File: src/rtl/tpfj_pkg.sv
package tpfj_pkg;
  // Next state of a Muller C-element given whether all inputs are high/low.
  function automatic logic c_step(input logic all_hi, input logic all_lo,
                                  input logic prev);
    if (all_hi) return 1'b1;
    if (all_lo) return 1'b0;
    return prev;
  endfunction
endpackage

File: src/rtl/tpfj_celem.sv
module tpfj_celem #(
  parameter int N = 2
) (
  input  logic         clk,
  input  logic         rst_n,
  input  logic [N-1:0] ins,
  output logic         out
);
  import tpfj_pkg::*;
  logic agree_hi, agree_lo;
  assign agree_hi = &ins;
  assign agree_lo = ~|ins;

  always_ff @(posedge clk) begin
    if (!rst_n) out <= 1'b0;
    else        out <= c_step(agree_hi, agree_lo, out);
  end
endmodule

File: src/rtl/tpfj_fork.sv
module tpfj_fork #(
  parameter int NB = 2,
  parameter int W  = 8
) (
  input  logic          clk,
  input  logic          rst_n,
  input  logic          src_req,
  input  logic [W-1:0]  src_data,
  input  logic [NB-1:0] back_in,
  output logic [NB-1:0] brq_out,
  output logic [W-1:0]  bdata_out,
  output logic          merged_ack
);
  // Request and data fan out unchanged to every branch.
  for (genvar b = 0; b < NB; b++) begin : g_req
    assign brq_out[b] = src_req;
  end
  assign bdata_out = src_data;

  // Producer sees one ack, released only by the slowest branch.
  tpfj_celem #(.N(NB)) u_ack_merge (
    .clk(clk), .rst_n(rst_n), .ins(back_in), .out(merged_ack)
  );
endmodule

File: src/rtl/tpfj_join.sv
module tpfj_join #(
  parameter int NB = 2,
  parameter int W  = 8
) (
  input  logic            clk,
  input  logic            rst_n,
  input  logic [NB-1:0]   jrq_in,
  input  logic [NB*W-1:0] jdata_in,
  input  logic            dst_ack,
  output logic            merged_req,
  output logic            capture_en,
  output logic            done,
  output logic [NB*W-1:0] held_data
);
  tpfj_celem #(.N(NB)) u_req_merge (
    .clk(clk), .rst_n(rst_n), .ins(jrq_in), .out(merged_req)
  );

  // Phase converter: open while done matches downstream ack,
  // capture when a fresh merged request is present.
  assign capture_en = (done == dst_ack) && (merged_req != done);

  always_ff @(posedge clk) begin
    if (!rst_n) begin
      done      <= 1'b0;
      held_data <= '0;
    end else if (capture_en) begin
      done      <= merged_req;
      held_data <= jdata_in;
    end
  end
endmodule

File: src/rtl/tpfj_top.sv
module tpfj_top #(
  parameter int NB = 2,
  parameter int W  = 8
) (
  input  logic            clk,
  input  logic            rst_n,
  input  logic            src_req,
  input  logic [W-1:0]    src_data,
  output logic            src_ack,
  output logic [NB-1:0]   brq_out,
  output logic [W-1:0]    bdata_out,
  input  logic [NB-1:0]   back_in,
  input  logic [NB-1:0]   jrq_in,
  input  logic [NB*W-1:0] jdata_in,
  output logic            jack_out,
  output logic            dst_req,
  output logic [NB*W-1:0] dst_data,
  input  logic            dst_ack
);
  localparam int DW = NB * W;

  logic          fork_merged_ack;
  logic          join_merged_req;
  logic          join_capture;
  logic          join_done;
  logic [DW-1:0] join_held;

  tpfj_fork #(.NB(NB), .W(W)) u_fork (
    .clk(clk), .rst_n(rst_n), .src_req(src_req), .src_data(src_data),
    .back_in(back_in), .brq_out(brq_out), .bdata_out(bdata_out),
    .merged_ack(fork_merged_ack)
  );

  tpfj_join #(.NB(NB), .W(W)) u_join (
    .clk(clk), .rst_n(rst_n), .jrq_in(jrq_in), .jdata_in(jdata_in),
    .dst_ack(dst_ack), .merged_req(join_merged_req),
    .capture_en(join_capture), .done(join_done), .held_data(join_held)
  );

  assign src_ack  = fork_merged_ack;
  assign dst_req  = join_done;
  assign jack_out = join_done;
  assign dst_data = join_held;
endmodule

File: config.mk
export PLATFORM = sky130hd
export DESIGN_NAME = tpfj_top
export DESIGN_NICKNAME = d
export VERILOG_FILES = /design/src/rtl/tpfj_pkg.sv /design/src/rtl/tpfj_celem.sv /design/src/rtl/tpfj_fork.sv /design/src/rtl/tpfj_join.sv /design/src/rtl/tpfj_top.sv
export SDC_FILE = /design/constraint.sdc
export NUM_CORES = 1
export LEC_CHECK = 0
export BUFFER_PORTS_ARGS = -buffer_cell sky130_fd_sc_hd__buf_2
export CORE_UTILIZATION = 47
export CTS_CLUSTER_SIZE = 25
export DETAILED_ROUTE_END_ITERATION = 8
export GPL_ROUTABILITY_DRIVEN = 0
export PLACE_DENSITY_LB_ADDON = 0.05
export SETUP_SLACK_MARGIN = 0.1
export SYNTH_ARGS = -nofsm -noshare
export SYNTH_HDL_FRONTEND = slang
export SYNTH_SLANG_ARGS = --single-unit
File: constraint.sdc
create_clock -name clk -period 1.3 [get_ports clk]
set_input_delay 0.065 -clock clk [delete_from_list [all_inputs] [get_ports clk]]
set_output_delay 0.065 -clock clk [all_outputs]
set_load 0.1 [all_outputs]
==> results_dict.tcl, run 1 <==
set metrics [dict create \
    status "finished, final reports clean" \
    use_met3_pct 5.53 \
    final_nets 253 \
    final_util_pct 65.2 \
    max_freq_mhz 815 \
    portBuffers 41 \
    skew_ns 0.00919 \
    pre_cts_ws_ns 0.0174 \
    synthTopCellsByCount "25 x nand2_1, 19 x dfxtp_1, 17 x o21ai_0" \
    power.density_mw_per_mm2 892 \
    root_buffer "clkbuf_4" \
    power.switching_mw 0.665 \
    via_count 1405 \
    grt_overflow_total 0 \
    dieHeight_um 56.5 \
    synth_ff_type "dfxtp_1" \
    drcViolationCount 0 \
    slew_headroom_pct 68.0 \
    drive_above_1_share_pct 46.8 \
    core_mm2 0.00278 \
    cp_cell_sequence "buf_6 > buf_6 > buf_12" \
    p_total_mw 1.62 \
    ys_async_sr_fraction_pct 0 \
    clk_pin_slew_ns 0.13 \
    maxSlewViolCount 0 \
    worstHoldStart "jdata_in[2]" \
    area_growth_pct 30.1 \
    min_period_ns 1.23 \
    synth_top_area_share_pct 27.3 \
    power.share.switching_pct 41.1 \
    power.share.clock_pct 20.1 \
    cts_tree "done" \
    cpMaxStageDelayCell "dfxtp_4" \
    cts_inserted_buffers 3 \
    antenna_found_initial 0 \
    cp_max_fo 5 \
    seq_area_frac_synth_pct 27.3 \
    grt_pass1_vias 1314 \
    tns_ns 0 \
    internal_power_mw 0.953 \
    setup_viol 0 \
    synth.area.top_cells "dfxtp_1 27%, o31a_1 8.2%, buf_4 8.1%, nor3b_1 7.0%, nand2_1 6.7%" \
    drtPass1Iterations 4 \
    setup_slack_ns 0.0736 \
    drt_iter0_markers 60 \
    hold_violations 0 \
    leakage_nw 0.743 \
    startpoint "u_join.done" \
    ios 61 \
    reg2reg_from "u_join.done" \
    syn_area_mm2 0.00139 \
    arrival_ns 1.16 \
    crit_type "flip-flop to output pin" \
    finalCritPeriodShare_pct 94.3 \
    grt_pass1_wl_um 5740 \
    clockBufferDepth 2 \
    endpoint_kind "output pin" \
    yosysMostFrequentCell "nand2_1" \
    crit_top_cell "buf_6" \
    diodes 0 \
    required_ns 1.24 \
    viasPerCell 5.64 \
    start_util_pct 50.1 \
    ir_drop_mv 0.892 \
    postSynthCellCount 181 \
    die_area_mm2 0.00319 \
    grt_util_met1_pct 27.2 \
    synth_warnings 0 \
    grt_max_degree 21 \
    cap_violations 0 \
    min_path_type "input pin to flip-flop" \
    die_x_um 56.5 \
    synth_nets 215 \
    grtUsageMet2_pct 39.5 \
    wire_per_inst_um 14.4 \
    sequentialPowerShare_pct 40.6 \
    ant_nets 0 \
    synth_cell_types 24 \
    p_comb_share_pct 39.3 \
    h-tree-depth 1 \
    cp_slowest_stage_delay_ns 0.41 \
    rows 19 \
    track_usage_pct 22.5 \
    ys_ff_latch 19 \
    nFillCells 250 \
    wirelength_um 3600 \
    busiest_layer "met2" \
    startpoint_type "flip-flop" \
    place_hpwl_um 2320 \
    rsz0062_at_grt "yes" \
    avgSynthCellArea_um2 7.70 \
    clock-sinks 19 \
    insertion_delay_ns 0.31 \
    synth_edf_count 0 \
    worst_pin_slew_ns 0.484 \
    synth_top_area_cell "dfxtp_1" \
]
[path summary, 6_finish.rpt]
| kind | to | slack (ns) | cells after the start |
|---|---|---|---|
| worst max-delay path | dst_req | 0.07 | 3 |
| worst min-delay path | u_join.held_data[2] | 0.009 | 3 |
| worst max register to register | u_join.held_data[3] | 0.08 | 4 |
| worst min register to register | u_join.held_data[2] | 0.48 | 2 |
[cell usage in the layout (no fill, tap or decap), types with 2 or more instances in the layout]
master,instances
o21ai_1,8
a21boi_2,5
clkbuf_4,13
ha_1,2
nor3b_1,10
nand3_1,11
buf_4,10
a21boi_1,7
nand3_2,5
dfxtp_2,17
o21ai_0,9
o31a_1,13
and2_4,2
buf_2,29
inv_1,7
nor3b_2,4
or3b_4,6
buf_12,2
nor2_1,4
a21oi_1,6
buf_6,6
or3b_1,7
nand2_1,25
[cells by family (layout without fill, tap and decap cells)]
logic type                 count (synthesis)  count (layout)  synth area share (%)
buffers and inverters                     33              69                  14.8
and+or+nand+nor                           78              79                  32.8
AOI/OAI and AO/OA                         49              49                  23.3
adders and majority gates                  2               2                  1.80
DFF                                       19              19                  27.3
[per-stage QoR]
step	hold slack [ns]	cells	instance area, µm²
global route	0.00468	249	1810
global placement	0.131	238	1630
finish	0.00941	249	1810
floorplan	0.185	181	1470
detailed placement	0.131	238	1630
CTS	0.00688	249	1770
[flip-flops by register name (all words and copies together), names as in the netlist]
name,flops
u_fork.u_ack_merge.out,1
u_join.u_req_merge.out,1
u_join.held_data,16
u_join.done,1
[critical path: cells and delay by family, from the launching register on]
kind | cells | cell delay [ns]
buffers and inverters | 3 | 0.44
DFF | 1 | 0.41
[final cells by class]
cell class	instances	area, µm²	share of cell area (%)
clock inverters	1	7.51	0.414
flip-flops and latches	19	405	22.4
multi-input cells	130	900	49.6
inverters	7	26.3	1.45
repair buffers	58	413	22.8
clock buffers	3	22.5	1.24
well taps	31	38.8	2.14
[power groups by stage]
stage | Sequential [mW] | Combinational, mW | Clock (mW)
2_1_floorplan | 0.895 | 0.372 | 0
3_3_place_gp | 0.674 | 0.555 | 0
3_5_place_dp | 0.678 | 0.568 | 0
4_1_cts | 0.655 | 0.621 | 0.334
5_1_grt | 0.662 | 0.674 | 0.362
6_report | 0.657 | 0.635 | 0.325
[per-layer routing]
| layer | part of all wire [%] | vias up |
|---|---|---|
| met2 | 49 | 30 |
| met5 | 0 | - |
| met3 | 4.4 | 6 |
| li1 | - | 699 |
| met4 | 0.56 | 0 |
| met1 | 46 | 670 |
[repair_timing]
item | 4_1_cts | 5_1_grt
hold buffers | 1 | 0
endpoints found under the setup margin | 16 | 28
setup buffers | 4 | 0
resized for setup | 18 | 19
cloned | 2 | 0
endpoints found under the hold margin | 1 | 0
pin swaps | 33 | 11
No activity file was read; power rests on OpenSTA's default activity.
==> run 2: changes to the inputs <==
SLEW_MARGIN = 20   (was not set)
clock period = 1.2 ns   (was 1.3 ns; I/O delays follow)
==> results_dict.tcl, run 2 (synthesized netlist as in run 1, its figures left out) <==
set metrics [dict create \
    grt_pass1_wl_um 5930 \
    power.switching_mw 0.712 \
    crit_type "flip-flop to flip-flop" \
    worst_pin_slew_ns 0.280 \
    root_buffer "clkbuf_4" \
    leakage_nw 0.779 \
    required_ns 1.40 \
    track_usage_pct 23.3 \
    cap_violations 0 \
    maxSlewViolCount 0 \
    pre_cts_ws_ns -0.0607 \
    largest_reg_flops 16 \
    skew_ns 0.00449 \
    wirelength_um 3690 \
    rsz0062_at_grt "yes" \
    sequentialPowerShare_pct 40.3 \
    min_to "u_join.held_data[4]" \
    startpoint_type "flip-flop" \
    violations "negative setup slack" \
    max_freq_mhz 794 \
    drive_above_1_share_pct 48.2 \
    power.density_mw_per_mm2 943 \
    drtPass1Iterations 4 \
    endpoint_kind "flip-flop" \
    ir_drop_mv 0.652 \
    ios 61 \
    via_count 1423 \
    cpMaxStageDelayCell "dfxtp_4" \
    nFillCells 242 \
    core_mm2 0.00278 \
    ant_nets 0 \
    setup_viol 16 \
    status "complete, but fails checks" \
    antenna_found_initial 0 \
    internal_power_mw 1.06 \
    h-tree-depth 1 \
    insertion_delay_ns 0.30 \
    power.share.switching_pct 40.2 \
    cp_cell_sequence "buf_6 > buf_4 > and3b_2 > o21ai_1 > a21oi_1" \
    min_path_type "input pin to flip-flop" \
    area_growth_pct 34.7 \
    min_period_ns 1.26 \
    min_delay_path_depth 3 \
    whs_ns 0.0124 \
    top_register "u_join.held_data" \
    regToRegSetupSlack_ns -0.06 \
    r2r_cells 5 \
    die_area_mm2 0.00319 \
    layout_common_cells "32 x buf_4, 25 x nand2_1, 22 x buf_2, 17 x dfxtp_2, 13 x o31a_1" \
    clockBufferDepth 2 \
    start_util_pct 50.1 \
    drt_iter0_markers 55 \
    r2r_end "u_join.held_data[2]" \
    clock-sinks 19 \
    arrival_ns 1.46 \
    cp_slowest_stage_delay_ns 0.39 \
    worstHoldStart "jdata_in[4]" \
    grt_overflow_total 0 \
    rows 19 \
    grt_max_degree 21 \
    drcViolationCount 0 \
    portBuffers 41 \
    dieHeight_um 56.5 \
    viasPerCell 5.62 \
    place_hpwl_um 2360 \
    grt_pass1_vias 1370 \
    p_total_mw 1.77 \
    die_x_um 56.5 \
    finalCritPeriodShare_pct 105 \
    reg2reg_from "u_join.done" \
    slew_headroom_pct 81.5 \
    clk_pin_slew_ns 0.12 \
    diodes 0 \
    cts_tree "done" \
    p_comb_share_pct 40.4 \
    mostFrequentLayoutCell "buf_4" \
    cp_max_fo 8 \
    power.share.clock_pct 19.3 \
    wire_per_inst_um 14.6 \
    final_nets 257 \
    cts_inserted_buffers 3 \
    setup_slack_ns -0.0602 \
    hold_violations 0 \
]
[run 2: area by class of cell]
type	instances	area (µm²)	share of cell area [%]
clock buffer	4	26.3	1.40
timing repair buffer	62	469	25.0
sequential	19	405	21.6
multi-input combinational	130	912	48.6
tap	31	38.8	2.07
inverter	7	26.3	1.40
[run 2: worst max path at each step]
stage	startpoint	end	slack, ns	cells past startpoint
finish	u_join.done	u_join.held_data[2]	-0.06	5
global route	u_join.done	u_join.held_data[8]	-0.1	4
detailed placement	u_join.u_req_merge.out	u_join.held_data[12]	-0.06	4
floorplan	u_join.done	u_join.held_data[0]	-0.09	4
global placement	u_join.done	u_join.held_data[15]	-0.005	3
CTS	u_join.done	u_join.held_data[14]	-0.03	4
[run 2: worst max-delay path: cells and delay by family, from the launching register on]
| family | cells | cell delay [ns] |
|---|---|---|
| compound gates | 2 | 0.23 |
| buf+inv | 2 | 0.31 |
| flops | 1 | 0.39 |
| simple gates | 1 | 0.23 |
[run 2: power by group through the flow]
stage	Sequential, mW	Combinational, mW	Clock, mW
after global routing	0.722	0.757	0.377
after floorplan	0.970	0.404	0
after global placement	0.728	0.613	0
final	0.714	0.716	0.341
after CTS	0.714	0.701	0.348
after detailed placement	0.734	0.625	0
[run 2: stage by stage]
stage          utilization [%]  TNS [ns]  cells  instance area (µm²)
5_1_grt                   67.5     -1.23    253                 1880
4_1_cts                   66.3    -0.229    252                 1840
2_1_floorplan                -     -1.19    181                 1470
3_3_place_gp              59.6  -0.00558    241                 1660
3_5_place_dp              59.6    -0.572    241                 1660
6_report                  67.5    -0.394    253                 1880
[run 2: timing repair]
item | in CTS | in global routing
hold buffers | 0 | 1
resized for setup | 35 | 8
hold endpoints to repair | 0 | 1
pin swaps | 22 | 6
setup endpoints to repair | 35 | 18
gates cloned | 1 | 0
buffers inserted | 6 | 0
[run 2: layer usage]
layer	vias up	track usage, %	routed length (µm)
met2	41	41.3	1860
met3	15	4.15	182
li1	713	-	-
met5	-	0	0
met1	654	26.5	1560
met4	0	11.8	81
==> run 3: changes to the inputs <==
ABC_AREA = 1   (was not set)
BUFFER_PORTS_ARGS = not set   (was -buffer_cell sky130_fd_sc_hd__buf_2)
CORE_UTILIZATION = 58   (was 47)
DONT_BUFFER_PORTS = 1   (was not set)
PLACE_DENSITY = 0.72   (was not set)
PLACE_DENSITY_LB_ADDON = not set   (was 0.05)
==> results_dict.tcl, run 3 <==
set metrics [dict create \
    status "finished, final reports clean" \
    drive_above_1_share_pct 43.6 \
    avgSynthCellArea_um2 7.96 \
    via_count 949 \
    diodes 0 \
    synth_cell_types 17 \
    finalCritPeriodShare_pct 85.7 \
    dieHeight_um 45.7 \
    setup_slack_ns 0.172 \
    finalInstanceArea_mm2 0.00141 \
    min_period_ns 1.03 \
    min_path_type "input pin to flip-flop" \
    clock-sinks 19 \
    synth_top_area_cell "dfxtp_1" \
    worst_pin_slew_ns 0.665 \
    setup_viol 0 \
    power.density_mw_per_mm2 1340 \
    wirelength_um 2510 \
    whs_ns 0.0698 \
    place_hpwl_um 1180 \
    ios 61 \
    required_ns 1.40 \
    grt_util_met1_pct 26.4 \
    endpoint_kind "flip-flop" \
    nFillCells 131 \
    synth_edf_count 0 \
    synth_ff_type "dfxtp_1" \
    cts_tree "done" \
    skew_ns 0.00879 \
    arrival_ns 1.23 \
    yosysMostFrequentCell "inv_1" \
    top_register "u_join.held_data" \
    largest_reg_flops 16 \
    clk_pin_slew_ns 0.12 \
    postPlaceCellArea_mm2 0.00113 \
    max_freq_mhz 973 \
    pre_cts_ws_ns 0.0446 \
    hold_violations 0 \
    core_mm2 0.00176 \
    multi_input_area_um2 515 \
    antenna_found_initial 0 \
    h-tree-depth 1 \
    track_usage_pct 22.5 \
    insertion_delay_ns 0.30 \
    wire_per_inst_um 13.3 \
    seq_area_frac_synth_pct 34.4 \
    cts_inserted_buffers 3 \
    die_area_mm2 0.00209 \
    ys_async_sr_fraction_pct 0 \
    rows 15 \
    root_buffer "clkbuf_4" \
    viasPerCell 5.05 \
    mostFrequentLayoutCell "inv_1" \
    clockBufferDepth 2 \
    busiest_layer "met2" \
    layout_common_cells "21 x inv_1, 20 x nor2_1, 19 x buf_4, 17 x dfxtp_2" \
    synth.area.top_cells "dfxtp_1 34%, nand3_2 13%, buf_4 7.5%, inv_1 7.5%, a21oi_1 6.8%" \
    grt_overflow_total 0 \
    tns_ns 0 \
    grt_pass1_wl_um 3360 \
    grt_max_degree 34 \
    final_nets 198 \
    register_area_um2 405 \
    start_util_pct 62.7 \
    drt_iter0_markers 13 \
    cp_max_fo 16 \
    drtPass1Iterations 4 \
    grt_pass1_vias 804 \
    syn_area_mm2 0.00111 \
    drcViolationCount 0 \
    startpoint_type "flip-flop" \
    crit_type "flip-flop to flip-flop" \
    area_growth_pct 27.0 \
    synthTopCellsByCount "22 x inv_1, 20 x nor2_1, 19 x dfxtp_1" \
    rsz0062_at_grt "no" \
    ant_nets 0 \
    die_x_um 45.7 \
    slew_headroom_pct 55.7 \
    leakage_nw 0.684 \
    maxSlewViolCount 0 \
    use_met3_pct 2.78 \
    synth_nets 173 \
    cap_violations 0 \
    ys_ff_latch 19 \
    synth_top_area_share_pct 34.4 \
    grtUsageMet2_pct 39.4 \
    synth_warnings 0 \
    postSynthCellCount 139 \
    ir_drop_mv 0.868 \
    portBuffers 0 \
]
[run 3: cell type report]
class / count / share of cell area (%)
inverters: 24 / 6.41
clock inverters: 1 / 0.356
multi-input cells: 79 / 36.7
clock buffers: 3 / 1.60
repair buffers: 37 / 23.9
flip-flops and latches: 19 / 28.9
well taps: 25 / 2.23
[run 3: worst paths after layout]
check / from / endpoint / slack [ns] / cells past startpoint
worst max-delay path: u_join.done / u_join.held_data[2] / 0.17 / 4
worst min-delay path: dst_ack / u_join.done / 0.07 / 2
worst max register to register: u_join.done / u_join.held_data[2] / 0.17 / 4
worst min register to register: u_join.held_data[6] / u_join.held_data[6] / 0.48 / 2
[run 3: per-stage QoR]
stage / power, mW / util (%) / instances
after floorplan: 1.54 / - / 139
after CTS: 1.84 / 76.1 / 184
after detailed placement: 1.46 / 63.9 / 163
after global placement: 1.45 / 63.9 / 163
after global routing: 1.94 / 79.6 / 188
final: 1.88 / 79.6 / 188
[run 3: cell families (layout without fill, tap and decap cells)]
logic type	Yosys count	count (layout)	share of synthesized area, %
compound gates	18	18	9.16
simple gates	57	59	29.6
fa+ha+maj	2	2	2.26
flops	19	19	34.4
buf+inv	43	65	24.5
[run 3: worst max-delay path, cell delays in order (launching register included)]
cell     delay, ns
dfxtp_4       0.38
inv_2         0.14
nand2_4       0.16
a21oi_2       0.18
nor2_1        0.06
[run 3: report_power, final]
part / internal [mW] / switching (mW)
registers: 0.700 / 0.0381
clock network: 0.124 / 0.211
logic: 0.200 / 0.605
[run 3: repair_timing]
| item | CTS | global route |
|---|---|---|
| hold buffers | 17 | 0 |
| setup buffers | 0 | 2 |
| pin swaps | 0 | 2 |
| endpoints found under the setup margin | 17 | 19 |
| cloned | 0 | 2 |
| endpoints found under the hold margin | 19 | 0 |
| resized for setup | 2 | 6 |
[run 3: metal layers]
layer / wire length, µm / part of all wire (%)
met1: 1020 / 41
met2: 1320 / 53
met3: 133 / 5.3
met4: 29 / 1.2
met5: 0 / 0
